## src/rtl/lcdseq_pkg.sv

```systemverilog
package lcdseq_pkg;

    localparam int LVL_W = 3;

    // Drive level codes handed to the external ladder
    typedef enum logic [LVL_W-1:0] {
        LV_GND      = 3'd0,
        LV_THIRD    = 3'd1,
        LV_HALF     = 3'd2,
        LV_TWOTHIRD = 3'd3,
        LV_FULL     = 3'd4
    } lvl_e;

    // Per-cycle drive context shared by the line drivers
    typedef struct packed {
        logic on;     // display enabled
        logic neg;    // negative polarity half of the waveform
        logic third;  // one-third bias when set
    } phase_t;

    // Last active common index for a count code, limited to the array size
    function automatic int last_common(input logic [1:0] cnt_sel, input int num_com);
        int n;
        case (cnt_sel)
            2'b00:   n = 1;
            2'b01:   n = 2;
            default: n = 3;
        endcase
        if (n > num_com - 1) n = num_com - 1;
        return n;
    endfunction

    function automatic lvl_e com_level(input logic sel, input phase_t ph);
        lvl_e v;
        if (!ph.on)        v = LV_GND;
        else if (sel)      v = ph.neg ? LV_GND : LV_FULL;
        else if (ph.third) v = ph.neg ? LV_TWOTHIRD : LV_THIRD;
        else               v = LV_HALF;
        return v;
    endfunction

    function automatic lvl_e seg_level(input logic lit, input phase_t ph);
        lvl_e v;
        if (!ph.on)        v = LV_GND;
        else if (lit)      v = ph.neg ? LV_FULL : LV_GND;
        else if (ph.third) v = ph.neg ? LV_THIRD : LV_TWOTHIRD;
        else               v = LV_HALF;
        return v;
    endfunction

endpackage

```

## src/rtl/lcdseq_scan.sv

```systemverilog
module lcdseq_scan
    import lcdseq_pkg::*;
#(
    parameter int NUM_COM = 4,
    localparam int IDX_W  = (NUM_COM > 1) ? $clog2(NUM_COM) : 1
) (
    input  logic             clk,
    input  logic             rst,
    input  logic             en,
    input  logic             tick,
    input  logic [1:0]       cnt_sel,
    output logic [IDX_W-1:0] idx_o,
    output logic             neg_o
);

    logic [IDX_W-1:0] idx_q;
    logic             neg_q;
    logic [IDX_W-1:0] last;

    assign last = IDX_W'(last_common(cnt_sel, NUM_COM));

    always_ff @(posedge clk) begin
        if (rst || !en) begin
            idx_q <= '0;
            neg_q <= 1'b0;
        end else if (tick) begin
            if (idx_q >= last) begin
                idx_q <= '0;
                neg_q <= ~neg_q;
            end else begin
                idx_q <= idx_q + 1'b1;
            end
        end
    end

    assign idx_o = idx_q;
    assign neg_o = neg_q;


    wrap_flip_chk: assert property (@(posedge clk) disable iff (rst)
        (en && tick && idx_q >= last) |=> (neg_q != $past(neg_q)) && (idx_q == '0));


    step_up_chk: assert property (@(posedge clk) disable iff (rst)
        (en && tick && idx_q < last) |=> (idx_q == IDX_W'($past(idx_q) + 1'b1)) && $stable(neg_q));


    hold_chk: assert property (@(posedge clk) disable iff (rst)
        (en && !tick) |=> $stable(idx_q) && $stable(neg_q));


    restart_chk: assert property (@(posedge clk) disable iff (rst)
        !en |=> (idx_q == '0) && !neg_q);

endmodule

```

## src/rtl/lcdseq_com_drv.sv

```systemverilog
module lcdseq_com_drv
    import lcdseq_pkg::*;
#(
    parameter int NUM_COM = 4,
    localparam int IDX_W  = (NUM_COM > 1) ? $clog2(NUM_COM) : 1
) (
    input  logic                     clk,
    input  logic                     rst,
    input  phase_t                   ph,
    input  logic [IDX_W-1:0]         idx,
    output logic [NUM_COM*LVL_W-1:0] com_lvl
);

    lvl_e           lvl_q [NUM_COM];
    logic [NUM_COM-1:0] is_sel;
    logic           en_q;

    for (genvar c = 0; c < NUM_COM; c++) begin : g_com
        always_ff @(posedge clk) begin
            if (rst) lvl_q[c] <= LV_GND;
            else     lvl_q[c] <= com_level(idx == IDX_W'(c), ph);
        end
        assign com_lvl[c*LVL_W +: LVL_W] = lvl_q[c];
        assign is_sel[c] = (lvl_q[c] == LV_FULL) || (lvl_q[c] == LV_GND);
    end

    always_ff @(posedge clk) begin
        if (rst) en_q <= 1'b0;
        else     en_q <= ph.on;
    end


    one_select_chk: assert property (@(posedge clk) disable iff (rst)
        en_q |-> ($countones(is_sel) == 1));

endmodule

```

## src/rtl/lcdseq_seg_drv.sv

```systemverilog
module lcdseq_seg_drv
    import lcdseq_pkg::*;
#(
    parameter int NUM_SEG = 32
) (
    input  logic                     clk,
    input  logic                     rst,
    input  phase_t                   ph,
    input  logic [NUM_SEG-1:0]       row_bits,
    output logic [NUM_SEG*LVL_W-1:0] seg_lvl
);

    lvl_e lvl_q [NUM_SEG];
    logic en_q;

    for (genvar s = 0; s < NUM_SEG; s++) begin : g_seg
        always_ff @(posedge clk) begin
            if (rst) lvl_q[s] <= LV_GND;
            else     lvl_q[s] <= seg_level(row_bits[s], ph);
        end
        assign seg_lvl[s*LVL_W +: LVL_W] = lvl_q[s];
    end

    always_ff @(posedge clk) begin
        if (rst) en_q <= 1'b0;
        else     en_q <= ph.on;
    end


    seg_blank_chk: assert property (@(posedge clk) disable iff (rst)
        !en_q |-> (seg_lvl == '0));

endmodule

```

## src/rtl/lcd_mux_seq.sv

```systemverilog
module lcd_mux_seq
    import lcdseq_pkg::*;
#(
    parameter int NUM_COM = 4,
    parameter int NUM_SEG = 32,
    localparam int IDX_W  = (NUM_COM > 1) ? $clog2(NUM_COM) : 1
) (
    input  logic                       clk,
    input  logic                       rst,
    input  logic                       frame_tick,
    input  logic                       lcd_en,
    input  logic                       bias_third,
    input  logic [1:0]                 com_cnt_sel,
    output logic [IDX_W-1:0]           rd_com,
    input  logic [NUM_SEG-1:0]         rd_bits,
    output logic [NUM_COM*LVL_W-1:0]   com_lvl,
    output logic [NUM_SEG*LVL_W-1:0]   seg_lvl
);

    logic [IDX_W-1:0] scan_idx;
    logic             scan_neg;
    phase_t           ph;

    lcdseq_scan #(.NUM_COM(NUM_COM)) scan_i (
        .clk     (clk),
        .rst     (rst),
        .en      (lcd_en),
        .tick    (frame_tick),
        .cnt_sel (com_cnt_sel),
        .idx_o   (scan_idx),
        .neg_o   (scan_neg)
    );

    assign ph.on    = lcd_en;
    assign ph.neg   = scan_neg;
    assign ph.third = bias_third;
    assign rd_com   = scan_idx;

    lcdseq_com_drv #(.NUM_COM(NUM_COM)) com_i (
        .clk     (clk),
        .rst     (rst),
        .ph      (ph),
        .idx     (scan_idx),
        .com_lvl (com_lvl)
    );

    lcdseq_seg_drv #(.NUM_SEG(NUM_SEG)) seg_i (
        .clk      (clk),
        .rst      (rst),
        .ph       (ph),
        .row_bits (rd_bits),
        .seg_lvl  (seg_lvl)
    );


    reset_idle_chk: assert property (@(posedge clk)
        $past(rst) |-> (com_lvl == '0) && (seg_lvl == '0) && (rd_com == '0));

endmodule

```

## config.mk

```make
export PLATFORM = sky130hd
export DESIGN_NAME = lcd_mux_seq
export DESIGN_NICKNAME = d
export VERILOG_FILES = /design/src/rtl/lcdseq_pkg.sv /design/src/rtl/lcdseq_scan.sv /design/src/rtl/lcdseq_com_drv.sv /design/src/rtl/lcdseq_seg_drv.sv /design/src/rtl/lcd_mux_seq.sv
export SDC_FILE = /design/constraint.sdc
export NUM_CORES = 1
export LEC_CHECK = 0
export BUFFER_PORTS_ARGS = -buffer_cell sky130_fd_sc_hd__buf_2
export CAP_MARGIN = 20
export CORE_ASPECT_RATIO = 1.75
export CORE_UTILIZATION = 48
export DETAILED_ROUTE_END_ITERATION = 8
export MAX_ROUTING_LAYER = met4
export PLACE_DENSITY = 0.82
export SLEW_MARGIN = 25
export SYNTH_ARGS = -nofsm -noshare
export SYNTH_HDL_FRONTEND = slang
export SYNTH_HIERARCHICAL = 1
export SYNTH_SLANG_ARGS = --single-unit
export TNS_END_PERCENT = 100
```

## constraint.sdc

```tcl
create_clock -name clk -period 2.9 [get_ports clk]
set_input_delay 0.145 -clock clk [delete_from_list [all_inputs] [get_ports clk]]
set_output_delay 0.145 -clock clk [all_outputs]
set_load 0.02 [all_outputs]
```

==> implementation parameters, run 1 <==
Parameter                              Value

Run status
  Result of the run    completed

Placed design
  Port Buffer Count    between 100 and 150
  RD Place Congestion    ~0.78
  Half-perimeter wire length after detailed placement    ~5200 um
  Placed cell area    between 0.003 and 0.004 sq mm

Synth
  Post-synthesis mux area share    less than 1%
  Simple-gate share of the synthesized area    23.6%
  Yosys warning total    6
  Gate Count Post-Synth    around 270
  Fraction of synthesis flops using an asynchronous set or reset pin    0%
  Fraction of the mapped netlist area in compound gates    1.70%
  Distinct cells, synth    29
  Adder-cell share of the synthesized area    less than 1%
  Register area share after synthesis    between 70% and 80%
  Fraction of synthesized cell area in xor and xnor cells    0%
  Yosys reg bits    111
  Top flip-flop cell by instance count after synthesis    sky130_fd_sc_hd__dfxtp_1
  Number of enable flip-flop cells after synthesis    0
  Post-Synthesis Cell Area    about 0.0032 sq mm
  Main combinational cell family by area after synthesis    simple AND/OR/NAND/NOR gates
  Synth top area cells    sky130_fd_sc_hd__dfxtp_1 (70%), sky130_fd_sc_hd__and2_1 (6.5%), sky130_fd_sc_hd__nor2_1 (4.5%)
  Proportion of netlist area held by the largest area contributor    between 70% and 80%
  Mean instance size in the synthesized netlist    11.8 sq um
  Biggest area consumer among synthesized cells    sky130_fd_sc_hd__dfxtp_1
  Synth Net Count    a little over 300

GRT
  Met3 usage    4.92%
  Most used routing layer    met2
  Routing usage on met1    21.3%
  Total routing resource utilization after global routing    around a quarter
  Largest net degree at the start of global routing    33
  Met2 usage    43.0%
  Number of global-route vias before repair    around 2,400
  Wire length of the first global-routing pass    11,600 um
  Number of antenna violations at the first check in global routing    0
  Total gr overflow    0

Floorplan
  Floorplan die height    ~110 um
  Boundary Pins    about 150
  Die area    approximately 0.0069 sq mm
  Number of core rows    38
  Core region area    roughly 0.0063 sq mm
  Chip width    between 60 and 70 um
  Initial cell density of the core    50.3%

Clock network
  Number of buffers inserted for hold repair after clock tree synthesis    32
  Buffer levels on the longest clock path    2
  Clock tree root buffer cell    sky130_fd_sc_hd__clkbuf_8
  # resized after CTS    0
  Insertion delay to the later sink of the worst-skew pair    approximately 0.35 ns
  Number of buffers inserted during clock tree synthesis    9
  Number of post-CTS setup repair buffers    0
  Clock transition at path regs    0.09 ns
  Max H-tree Level    3
  Clk sinks    111
  TritonCTS clock tree    done

Worst setup path
  Kind of end point of the critical path    flip-flop
  Startpoint types    flip-flop
  First element of the critical path    scan_i/neg_o$_SDFFE_PP0P_
  R2R Path End    seg_i/lvl_q[3][8]$_SDFF_PP0_
  Max stage delay cell, worst path    sky130_fd_sc_hd__and3b_1
  Arrival @ worst endpoint    approximately 1.8 ns
  Worst Path Max Fanout    32
  Delay of the slowest cell on the worst path    between 0.8 and 0.9 ns
  Crit-path cells    and3b_1 > and2_1
  Reg2reg start    scan_i/neg_o$_SDFFE_PP0P_
  Data required time of the critical path    approximately 3.2 ns
  Slack of the worst reg-to-reg path    around 1.4 ns
  Path depth of the worst reg2reg path    2
  Worst Path Class, Setup    reg2reg

Route
  DR WL/cell    14.6 um
  Total vias in the final route    between 2,000 and 2,500
  First-pass iteration count of the detailed router    4
  Final ANT Viol Nets    0
  Total wire length after detailed routing    a little under 8000 um
  Residual DRC    0
  Detail-routed via count per cell    between 4 and 5
  Iter 0 DRT Violations    approximately 120

Cells and area
  Ant diodes    0
  Area Growth Syn to Fin    41.6%
  Final layout net count    between 400 and 500
  Multi-input gate area in the final layout    833 sq um
  Count of fill cells added during filler insertion    approximately 470
  Register area    between 0.002 and 0.0025 sq mm
  Final instance area    0.00447 sq mm
  Share of layout cells above drive strength 1    between 40% and 50%

Timing
  Share of the clock period used by the worst path    between 50 and 60%
  Layout Skew    between 0.005 and 0.006 ns
  Worst hold slack    between 0.1 and 0.15 ns
  Setup violators final    0
  Highest clock rate    646 MHz
  Final worst path period need    1.55 ns
  Final count of hold timing violations    0
  Setup repair after global routing missed its margin    false
  Worst Tran Pin Value    a little under 1 ns
  Slew HR    35.5%
  Setup_tns    0 ns
  Max-slew violations    0

Hold path
  End point of the most critical hold path    scan_i/idx_o[1]$_SDFFE_PP0P_
  Depth of the worst hold-timing path    3
  Critical hold path startpoint    frame_tick
  Worst min-delay path category    in2reg

Job
  # Max-Cap Violations    0

Power and ir drop
  Peak ir drop on the vdd network    between 0.4 and 0.5 mV
  Cell area power density    620 mW/mm^2
  Leakage power summed over all cells    approximately 2.2 nW
  Post-layout total power    0.00277 W
how the worst max path moves through the flow:
stage,slack [ns],depth (start not counted),endpoint
floorplan,1.43,5,scan_i/idx_o[0]$_SDFFE_PP0P_
global placement,1.42,2,seg_i/lvl_q[3][23]$_SDFF_PP0_
detailed placement,1.39,2,seg_i/lvl_q[2][17]$_SDFF_PP0_
CTS,1.37,5,scan_i/idx_o[0]$_SDFFE_PP0P_
global route,1.25,2,seg_i/lvl_q[0][8]$_SDFF_PP0_
finish,1.35,2,seg_i/lvl_q[3][8]$_SDFF_PP0_
layout by cell type (no fill, tap or decap), types with 3 or more instances in the layout:
| cell | n |
|---|---|
| sky130_fd_sc_hd__dfxtp_1 | 111 |
| sky130_fd_sc_hd__buf_2 | 148 |
| sky130_fd_sc_hd__buf_4 | 3 |
| sky130_fd_sc_hd__nor3_2 | 10 |
| sky130_fd_sc_hd__nand2_1 | 3 |
| sky130_fd_sc_hd__and2_1 | 33 |
| sky130_fd_sc_hd__nand2b_1 | 5 |
| sky130_fd_sc_hd__inv_1 | 3 |
| sky130_fd_sc_hd__nor2_1 | 38 |
| sky130_fd_sc_hd__nor3_1 | 26 |
| sky130_fd_sc_hd__clkbuf_8 | 10 |
| sky130_fd_sc_hd__dlygate4sd3_1 | 32 |
| sky130_fd_sc_hd__nor2b_1 | 4 |
per-stage QoR:
stage	cells	setup slack [ns]	utilization, %
3_5_place_dp	485	1.39	62.6
2_1_floorplan	267	1.43	-
5_1_grt	532	1.25	71.2
6_report	532	1.35	71.2
3_3_place_gp	485	1.42	62.6
4_1_cts	532	1.37	71.2
per-layer routing:
| layer | wire, um | vias to the layer above |
|---|---|---|
| met5 | 0 | - |
| li1 | - | 1214 |
| met2 | 4390 | 99 |
| met4 | 238 | 0 |
| met3 | 373 | 18 |
| met1 | 2750 | 1115 |
cell families after synthesis:
group	after synthesis
simple gates	129
flops	111
buf+inv	16
compound gates	8
fa+ha+maj	2
mux	1
flip-flops by register name, summed over array words and instances (netlist names):
| register | count |
|---|---|
| com_i/lvl_q | 12 |
| scan_i/neg_o | 1 |
| seg_i/lvl_q | 96 |
| scan_i/idx_o | 2 |
worst max-delay path: cells and delay by family, from the launching register on:
kind,cells,cell delay [ns]
flops,1,0.41
simple gates,2,1.08
synthesized netlist by cell type, types with 3 or more instances:
library cell / n
sky130_fd_sc_hd__dfxtp_1: 111
sky130_fd_sc_hd__nor2_1: 38
sky130_fd_sc_hd__and2_1: 33
sky130_fd_sc_hd__nor3_1: 26
sky130_fd_sc_hd__nor3_2: 10
sky130_fd_sc_hd__buf_2: 5
sky130_fd_sc_hd__nand2b_1: 5
sky130_fd_sc_hd__nor2b_1: 4
sky130_fd_sc_hd__buf_6: 3
sky130_fd_sc_hd__clkbuf_2: 3
sky130_fd_sc_hd__inv_1: 3
sky130_fd_sc_hd__nand2_1: 3
cell type report:
type / count / share of cell area, %
clock inverters: 5 / 1.82
flip-flops and latches: 111 / 49.7
multi-input cells: 140 / 18.6
repair buffers: 183 / 24.2
well taps: 80 / 2.24
inverters: 3 / 0.252
clock buffers: 10 / 3.08
report_power, final:
part	internal [W]	switching, W	leakage (nW)
logic	0.0000978	0.000131	1.21
registers	0.00156	0.0000128	0.903
clock network	0.000507	0.000463	0.109
total	0.00216	0.000607	2.22
Power figures use the tool's default switching activity.
==> run 2: changes to the inputs <==
--- a/config.mk
+++ b/config.mk
@@ -8,10 +8,10 @@
 export BUFFER_PORTS_ARGS = -buffer_cell sky130_fd_sc_hd__buf_2
 export CAP_MARGIN = 20
 export CORE_ASPECT_RATIO = 1.75
-export CORE_UTILIZATION = 48
+export CORE_UTILIZATION = 41
 export DETAILED_ROUTE_END_ITERATION = 8
 export MAX_ROUTING_LAYER = met4
-export PLACE_DENSITY = 0.82
+export PLACE_DENSITY = 0.75
 export SLEW_MARGIN = 25
 export SYNTH_ARGS = -nofsm -noshare
 export SYNTH_HDL_FRONTEND = slang
==> constraint.sdc (replaced) <==
create_clock -name clk -period 1.3 [get_ports clk]
set_input_delay 0.065 -clock clk [delete_from_list [all_inputs] [get_ports clk]]
set_output_delay 0.065 -clock clk [all_outputs]
set_load 0.02 [all_outputs]
==> implementation parameters, run 2 (synthesis gave the netlist of run 1 again) <==
Parameter                              Value

Floorplan
  Floorplan die height    118 um (+8.0%)
  Number of core rows    42 (+11%)
  Die area    0.00806 sq mm (+17%)
  Boundary Pins    149 (unchanged)
  Core region area    0.00751 sq mm (+20%)
  Chip width    68.3 um (+7.9%)
  Initial cell density of the core    42.0% (-8.3 points)

Clock network
  Insertion delay to the later sink of the worst-skew pair    0.34 ns (about the same)
  Clk sinks    111 (unchanged)
  Clock transition at path regs    0.06 ns (-0.03 ns)
  # resized after CTS    0 (unchanged)
  Max H-tree Level    3 (unchanged)
  TritonCTS clock tree    done
  Number of buffers inserted during clock tree synthesis    9 (unchanged)
  Number of post-CTS setup repair buffers    0 (unchanged)
  Clock tree root buffer cell    sky130_fd_sc_hd__clkbuf_16
  Buffer levels on the longest clock path    2 (unchanged)

Cells and area
  Share of layout cells above drive strength 1    40.4% (+0.17 points)
  Final layout net count    493 (+0.82%)
  Final Non-Filler Cells    543 (+2.1%)
  Most used cells in the layout excluding fill and tap cells    sky130_fd_sc_hd__buf_2 (148), sky130_fd_sc_hd__dfxtp_1 (110), sky130_fd_sc_hd__nor2_1 (38), sky130_fd_sc_hd__and2_1 (33), sky130_fd_sc_hd__dlygate4sd3_1 (32)
  Area Growth Syn to Fin    44.9%
  Ant diodes    0 (unchanged)
  Largest Register    seg_i/lvl_q
  Most common library cell in the layout ignoring fill and taps    sky130_fd_sc_hd__buf_2
  Final instance area    0.00457 sq mm (+2.3%)
  Flip-flop count of the largest register, all copies and words added    96 (unchanged)

GRT
  Total routing resource utilization after global routing    20.2% (-3.2 points)
  Largest net degree at the start of global routing    33 (unchanged)
  Number of global-route vias before repair    2,477 (+2.0%)
  Number of antenna violations at the first check in global routing    0 (unchanged)
  Wire length of the first global-routing pass    11,500 um (-0.54%)
  Total gr overflow    0 (unchanged)

Hold path
  Worst min-delay path category    in2reg

Power and ir drop
  Cell area power density    1400 mW/mm^2 (+130%)
  Leakage power summed over all cells    2.26 nW (+2.0%)
  Peak ir drop on the vdd network    0.704 mV (+58%)
  Post-layout total power    0.00641 W (+130%)

Route
  First-pass iteration count of the detailed router    4 (unchanged)
  Iter 0 DRT Violations    93 (-23%)
  Total wire length after detailed routing    7520 um (-3.0%)
  Detail-routed via count per cell    4.68 (+1.8%)
  Final ANT Viol Nets    0 (unchanged)
  Residual DRC    0 (unchanged)
  DR WL/cell    13.8 um (-5.0%)
  Total vias in the final route    2,541 (+3.9%)

Worst setup path
  Kind of end point of the critical path    flip-flop
  Worst Path Max Fanout    4 (-88%)
  Critical path buffer and inverter count    1 (+1)
  Slack of the worst reg-to-reg path    0.08 ns (-1.28 ns)
  Max stage delay cell, worst path    sky130_fd_sc_hd__dfxtp_4
  Worst Path Class, Setup    reg2reg
  Data required time of the critical path    1.56 ns (-1.63 ns)
  Crit-path cells    inv_1 > ha_1 > nor2b_4 > o2111ai_1 > a21boi_1
  Arrival @ worst endpoint    1.49 ns (-0.35 ns)
  Worst path top cell family by delay    flip-flops
  Startpoint types    flip-flop
  Delay of the slowest cell on the worst path    0.34 ns (-0.49 ns)

Placed design
  Placed cell area    0.00400 sq mm (+1.8%)
  RD Place Congestion    0.738 (-4.8%)
  Placed cells    497 (+2.5%)
  Half-perimeter wire length after detailed placement    5020 um (-3.6%)
  Port Buffer Count    148 (unchanged)

Timing
  Slew HR    71.8% (+36 points)
  Highest clock rate    817 MHz (+26%)
  Max-slew violations    0 (unchanged)
  Share of the clock period used by the worst path    94.2% (+41 points)
  Setup violators final    0 (unchanged)
  Layout Skew    0.00606 ns (+0.000904 ns)
  Worst Tran Pin Value    0.422 ns (-0.546 ns)
  Worst hold slack    0.0622 ns (-0.0428 ns)
  Final worst path period need    1.22 ns (-0.323 ns)
  Setup repair after global routing missed its margin    false
  Setup_tns    0 ns (unchanged)
  Final count of hold timing violations    0 (unchanged)

Run status
  Result of the run    completed

Job
  # Max-Cap Violations    0 (unchanged)
run 2: metrics by stage:
step / util (%) / setup WS, ns
2_1_floorplan: - / 0.0530
3_3_place_gp: 53.2 / 0.154
3_5_place_dp: 53.2 / 0.0729
4_1_cts: 60.8 / 0.0579
5_1_grt: 60.8 / 0.0302
6_report: 60.8 / 0.0758
run 2: path summary, 6_finish.rpt:
check,from,endpoint,cells after the start
max,scan_i/idx_o[0]$_SDFFE_PP0P_,scan_i/idx_o[0]$_SDFFE_PP0P_,5
min,frame_tick,scan_i/idx_o[1]$_SDFFE_PP0P_,3
max reg2reg,scan_i/idx_o[0]$_SDFFE_PP0P_,scan_i/idx_o[0]$_SDFFE_PP0P_,5
min reg2reg,scan_i/neg_o$_SDFFE_PP0P_,scan_i/neg_o$_SDFFE_PP0P_,2
run 2: repair_timing:
item	4_1_cts	5_1_grt
endpoints found under the setup margin	0	1
hold endpoints to repair	96	0
hold buffers	32	0
run 2: layout make-up:
cell class                 count  area [sq um]
fill                         601          2940
sequential                   111          2230
timing repair buffer         187          1140
multi-input combinational    140           833
clock buffer                  11           233
tap                           88           110
clock inverter                 3          20.0
inverter                       3          11.3
run 2: worst reg2reg max path, stage by stage, from the launching register on:
cell and delay (ns):
sky130_fd_sc_hd__dfxtp_4 0.34, sky130_fd_sc_hd__inv_1 0.05, sky130_fd_sc_hd__ha_1 0.32, sky130_fd_sc_hd__nor2b_4 0.16
sky130_fd_sc_hd__o2111ai_1 0.12, sky130_fd_sc_hd__a21boi_1 0.15
run 2: per-layer routing:
metal	part of all wire, %	wire (um)	GRT usage, %
met1	35	2650	17.8
met2	55	4170	35.9
met3	5.3	396	5.52
met4	4.0	298	11.3
met5	0	0	-
run 2: report_power, final:
group / internal [W] / switching (W)
logic: 0.000224 / 0.000295
clock network: 0.00128 / 0.00111
registers: 0.00348 / 0.0000204
==> run 3: changes to the inputs <==
--- a/config.mk
+++ b/config.mk
@@ -7,8 +7,9 @@
 export LEC_CHECK = 0
 export BUFFER_PORTS_ARGS = -buffer_cell sky130_fd_sc_hd__buf_2
 export CAP_MARGIN = 20
-export CORE_ASPECT_RATIO = 1.75
+export CORE_ASPECT_RATIO = 0.75
 export CORE_UTILIZATION = 41
+export CTS_CLUSTER_DIAMETER = 200
 export DETAILED_ROUTE_END_ITERATION = 8
 export MAX_ROUTING_LAYER = met4
 export PLACE_DENSITY = 0.75
==> implementation parameters, run 3 (synthesis gave the netlist of run 1 again) <==
Parameter                              Value

Power and ir drop
  Post-layout total power    0.00600 W (-6.4%)
  Leakage power summed over all cells    2.25 nW (-0.47%)
  Peak ir drop on the vdd network    0.849 mV (+21%)
  Cell area power density    1310 mW/mm^2 (-6.3%)

GRT
  Wire length of the first global-routing pass    11,600 um (+0.42%)
  Largest net degree at the start of global routing    24 (-27%)
  Number of global-route vias before repair    2,424 (-2.1%)
  Total gr overflow    0 (unchanged)
  Number of antenna violations at the first check in global routing    0 (unchanged)
  Total routing resource utilization after global routing    19.6% (-0.58 points)

Placed design
  Dpl ws    0.113 ns (+0.0399 ns)
  Port Buffer Count    148 (unchanged)
  Placed cells    513 (+3.2%)
  Half-perimeter wire length after detailed placement    5020 um (about the same)
  RD Place Congestion    0.831 (+13%)

Cells and area
  Final layout net count    496 (+0.61%)
  Final Non-Filler Cells    561 (+3.3%)
  Area Growth Syn to Fin    44.6%
  Most common library cell in the layout ignoring fill and taps    sky130_fd_sc_hd__buf_2
  Ant diodes    0 (unchanged)
  Flip-flop count of the largest register, all copies and words added    96 (unchanged)
  Count of fill cells added during filler insertion    622 (+3.5%)
  Register area    0.00223 sq mm (unchanged)
  Most used cells in the layout excluding fill and tap cells    sky130_fd_sc_hd__buf_2 (148), sky130_fd_sc_hd__dfxtp_1 (110), sky130_fd_sc_hd__nor2_1 (38), sky130_fd_sc_hd__and2_1 (33), sky130_fd_sc_hd__dlygate4sd3_1 (32)
  Largest Register    seg_i/lvl_q
  Multi-input gate area in the final layout    836 sq um (+0.30%)
  Share of layout cells above drive strength 1    41.5% (+1.1 points)

Worst setup path
  Kind of end point of the critical path    flip-flop
  Max stage delay cell, worst path    sky130_fd_sc_hd__dfxtp_4
  Path depth of the worst reg2reg path    5 (unchanged)
  Crit path capture    scan_i/idx_o[0]$_SDFFE_PP0P_
  Worst Path Max Fanout    4 (unchanged)
  R2R Path End    scan_i/idx_o[0]$_SDFFE_PP0P_
  Critical path depth    5 (unchanged)
  Data required time of the critical path    1.58 ns (+0.02 ns)
  First element of the critical path    scan_i/idx_o[0]$_SDFFE_PP0P_
  Startpoint types    flip-flop
  Worst Path Class, Setup    reg2reg
  Reg2reg start    scan_i/idx_o[0]$_SDFFE_PP0P_
  Arrival @ worst endpoint    1.48 ns (about the same)
  Crit-path cells    inv_1 > ha_1 > nor2b_4 > o2111ai_1 > a21boi_1
  Slack of the worst reg-to-reg path    0.10 ns (+0.03 ns)
  Worst path top cell family by delay    flip-flops
  Critical path buffer and inverter count    1 (unchanged)
  Delay of the slowest cell on the worst path    0.35 ns (about the same)

Floorplan
  Chip width    103 um (+51%)
  Number of core rows    27 (-36%)
  Boundary Pins    149 (unchanged)
  Die area    0.00805 sq mm (-0.13%)
  Core region area    0.00740 sq mm (-1.5%)
  Initial cell density of the core    42.7% (+0.66 points)
  Floorplan die height    78.0 um (-34%)

Clock network
  Clock tree root buffer cell    sky130_fd_sc_hd__clkbuf_8
  Number of buffers inserted during clock tree synthesis    9 (unchanged)
  Number of post-CTS setup repair buffers    0 (unchanged)
  Clock transition at path regs    0.10 ns (+0.04 ns)
  Buffer levels on the longest clock path    2 (unchanged)
  Max H-tree Level    3 (unchanged)
  TritonCTS clock tree    done
  Insertion delay to the later sink of the worst-skew pair    0.35 ns (about the same)
  Clk sinks    111 (unchanged)
  # resized after CTS    0 (unchanged)

Hold path
  Worst min-delay path category    in2reg

Route
  Residual DRC    0 (unchanged)
  Total vias in the final route    2,464 (-3.0%)
  Detail-routed via count per cell    4.39 (-6.1%)
  Iter 0 DRT Violations    54 (-42%)
  DR WL/cell    13.2 um (-4.9%)
  First-pass iteration count of the detailed router    4 (unchanged)
  Final ANT Viol Nets    0 (unchanged)
  Total wire length after detailed routing    7390 um (-1.7%)

Timing
  Worst Tran Pin Value    0.327 ns (-0.0955 ns)
  Max-slew violations    0 (unchanged)
  Setup_tns    0 ns (unchanged)
  Final setup margin    0.105 ns (+0.0289 ns)
  Share of the clock period used by the worst path    92.0% (-2.2 points)
  Setup violators final    0 (unchanged)
  Final worst path period need    1.20 ns (-0.0289 ns)
  Highest clock rate    837 MHz (+2.4%)
  Final count of hold timing violations    0 (unchanged)
  Slew HR    78.2% (+6.4 points)
  Setup repair after global routing missed its margin    false
  Layout Skew    0.00843 ns (+0.00237 ns)
  Worst hold slack    0.0402 ns (-0.0220 ns)

Run status
  Result of the run    completed

Job
  # Max-Cap Violations    0 (unchanged)
run 3: changes by cell type in the layout (fill, tap and decap cells not counted), moves of 2 or more:
cell and delta:
sky130_fd_sc_hd__clkbuf_16 -8, sky130_fd_sc_hd__clkbuf_8 +10, sky130_fd_sc_hd__clkinv_4 +2, sky130_fd_sc_hd__buf_4 +3
run 3: repair_timing:
| item | 4_1_cts | 5_1_grt |
|---|---|---|
| setup endpoints to repair | 0 | 0 |
| hold endpoints to repair | 96 | 0 |
| hold buffers | 32 | 0 |
run 3: tightest hold or removal path, cell delays in order:
cell and delay, ns:
sky130_fd_sc_hd__buf_2 0.14, sky130_fd_sc_hd__o2111ai_1 0.09, sky130_fd_sc_hd__a21boi_1 0.06
run 3: final cells by class:
| cell class | instances | share of cell area [%] |
|---|---|---|
| Timing Repair Buffer | 190 | 25.4 |
| Clock buffer | 12 | 3.65 |
| Multi-Input combinational cell | 140 | 18.3 |
| Tap cell | 101 | 2.77 |
| Clock inverter | 4 | 0.795 |
| Sequential cell | 111 | 48.8 |
| Inverter | 3 | 0.247 |
run 3: worst min-delay path by stage:
| stage | startpoint | endpoint | cells past startpoint |
|---|---|---|---|
| final | frame_tick | scan_i/idx_o[0]$_SDFFE_PP0P_ | 3 |
| after global routing | frame_tick | scan_i/idx_o[0]$_SDFFE_PP0P_ | 3 |
| after CTS | frame_tick | scan_i/idx_o[0]$_SDFFE_PP0P_ | 3 |
| after detailed placement | rd_bits[28] | seg_i/lvl_q[3][12]$_SDFF_PP0_ | 2 |
| after global placement | rd_bits[6] | seg_i/lvl_q[0][18]$_SDFF_PP0_ | 2 |
| after floorplan | rd_bits[1] | seg_i/lvl_q[0][4]$_SDFF_PP0_ | 1 |
run 3: power breakdown:
group	leakage (nW)	switching, W	internal [W]
clock	0.0998	0.00109	0.000888
sequential	0.904	0.0000222	0.00348
combinational	1.25	0.000292	0.000227
run 3: stage by stage:
step | util (%) | area (sq um)
floorplan | - | 3160
global placement | 54.6 | 4040
detailed placement | 54.6 | 4040
CTS | 61.7 | 4560
global route | 61.7 | 4560
finish | 61.7 | 4560
run 3: per-layer routing:
layer  routed length, um  up-vias  GRT usage [%]
li1                    -     1227              -
met1                3250     1150           23.4
met2                3700       79           32.8
met3                 371        8           4.68
met4                  72        0           5.49
met5                   0        -              -
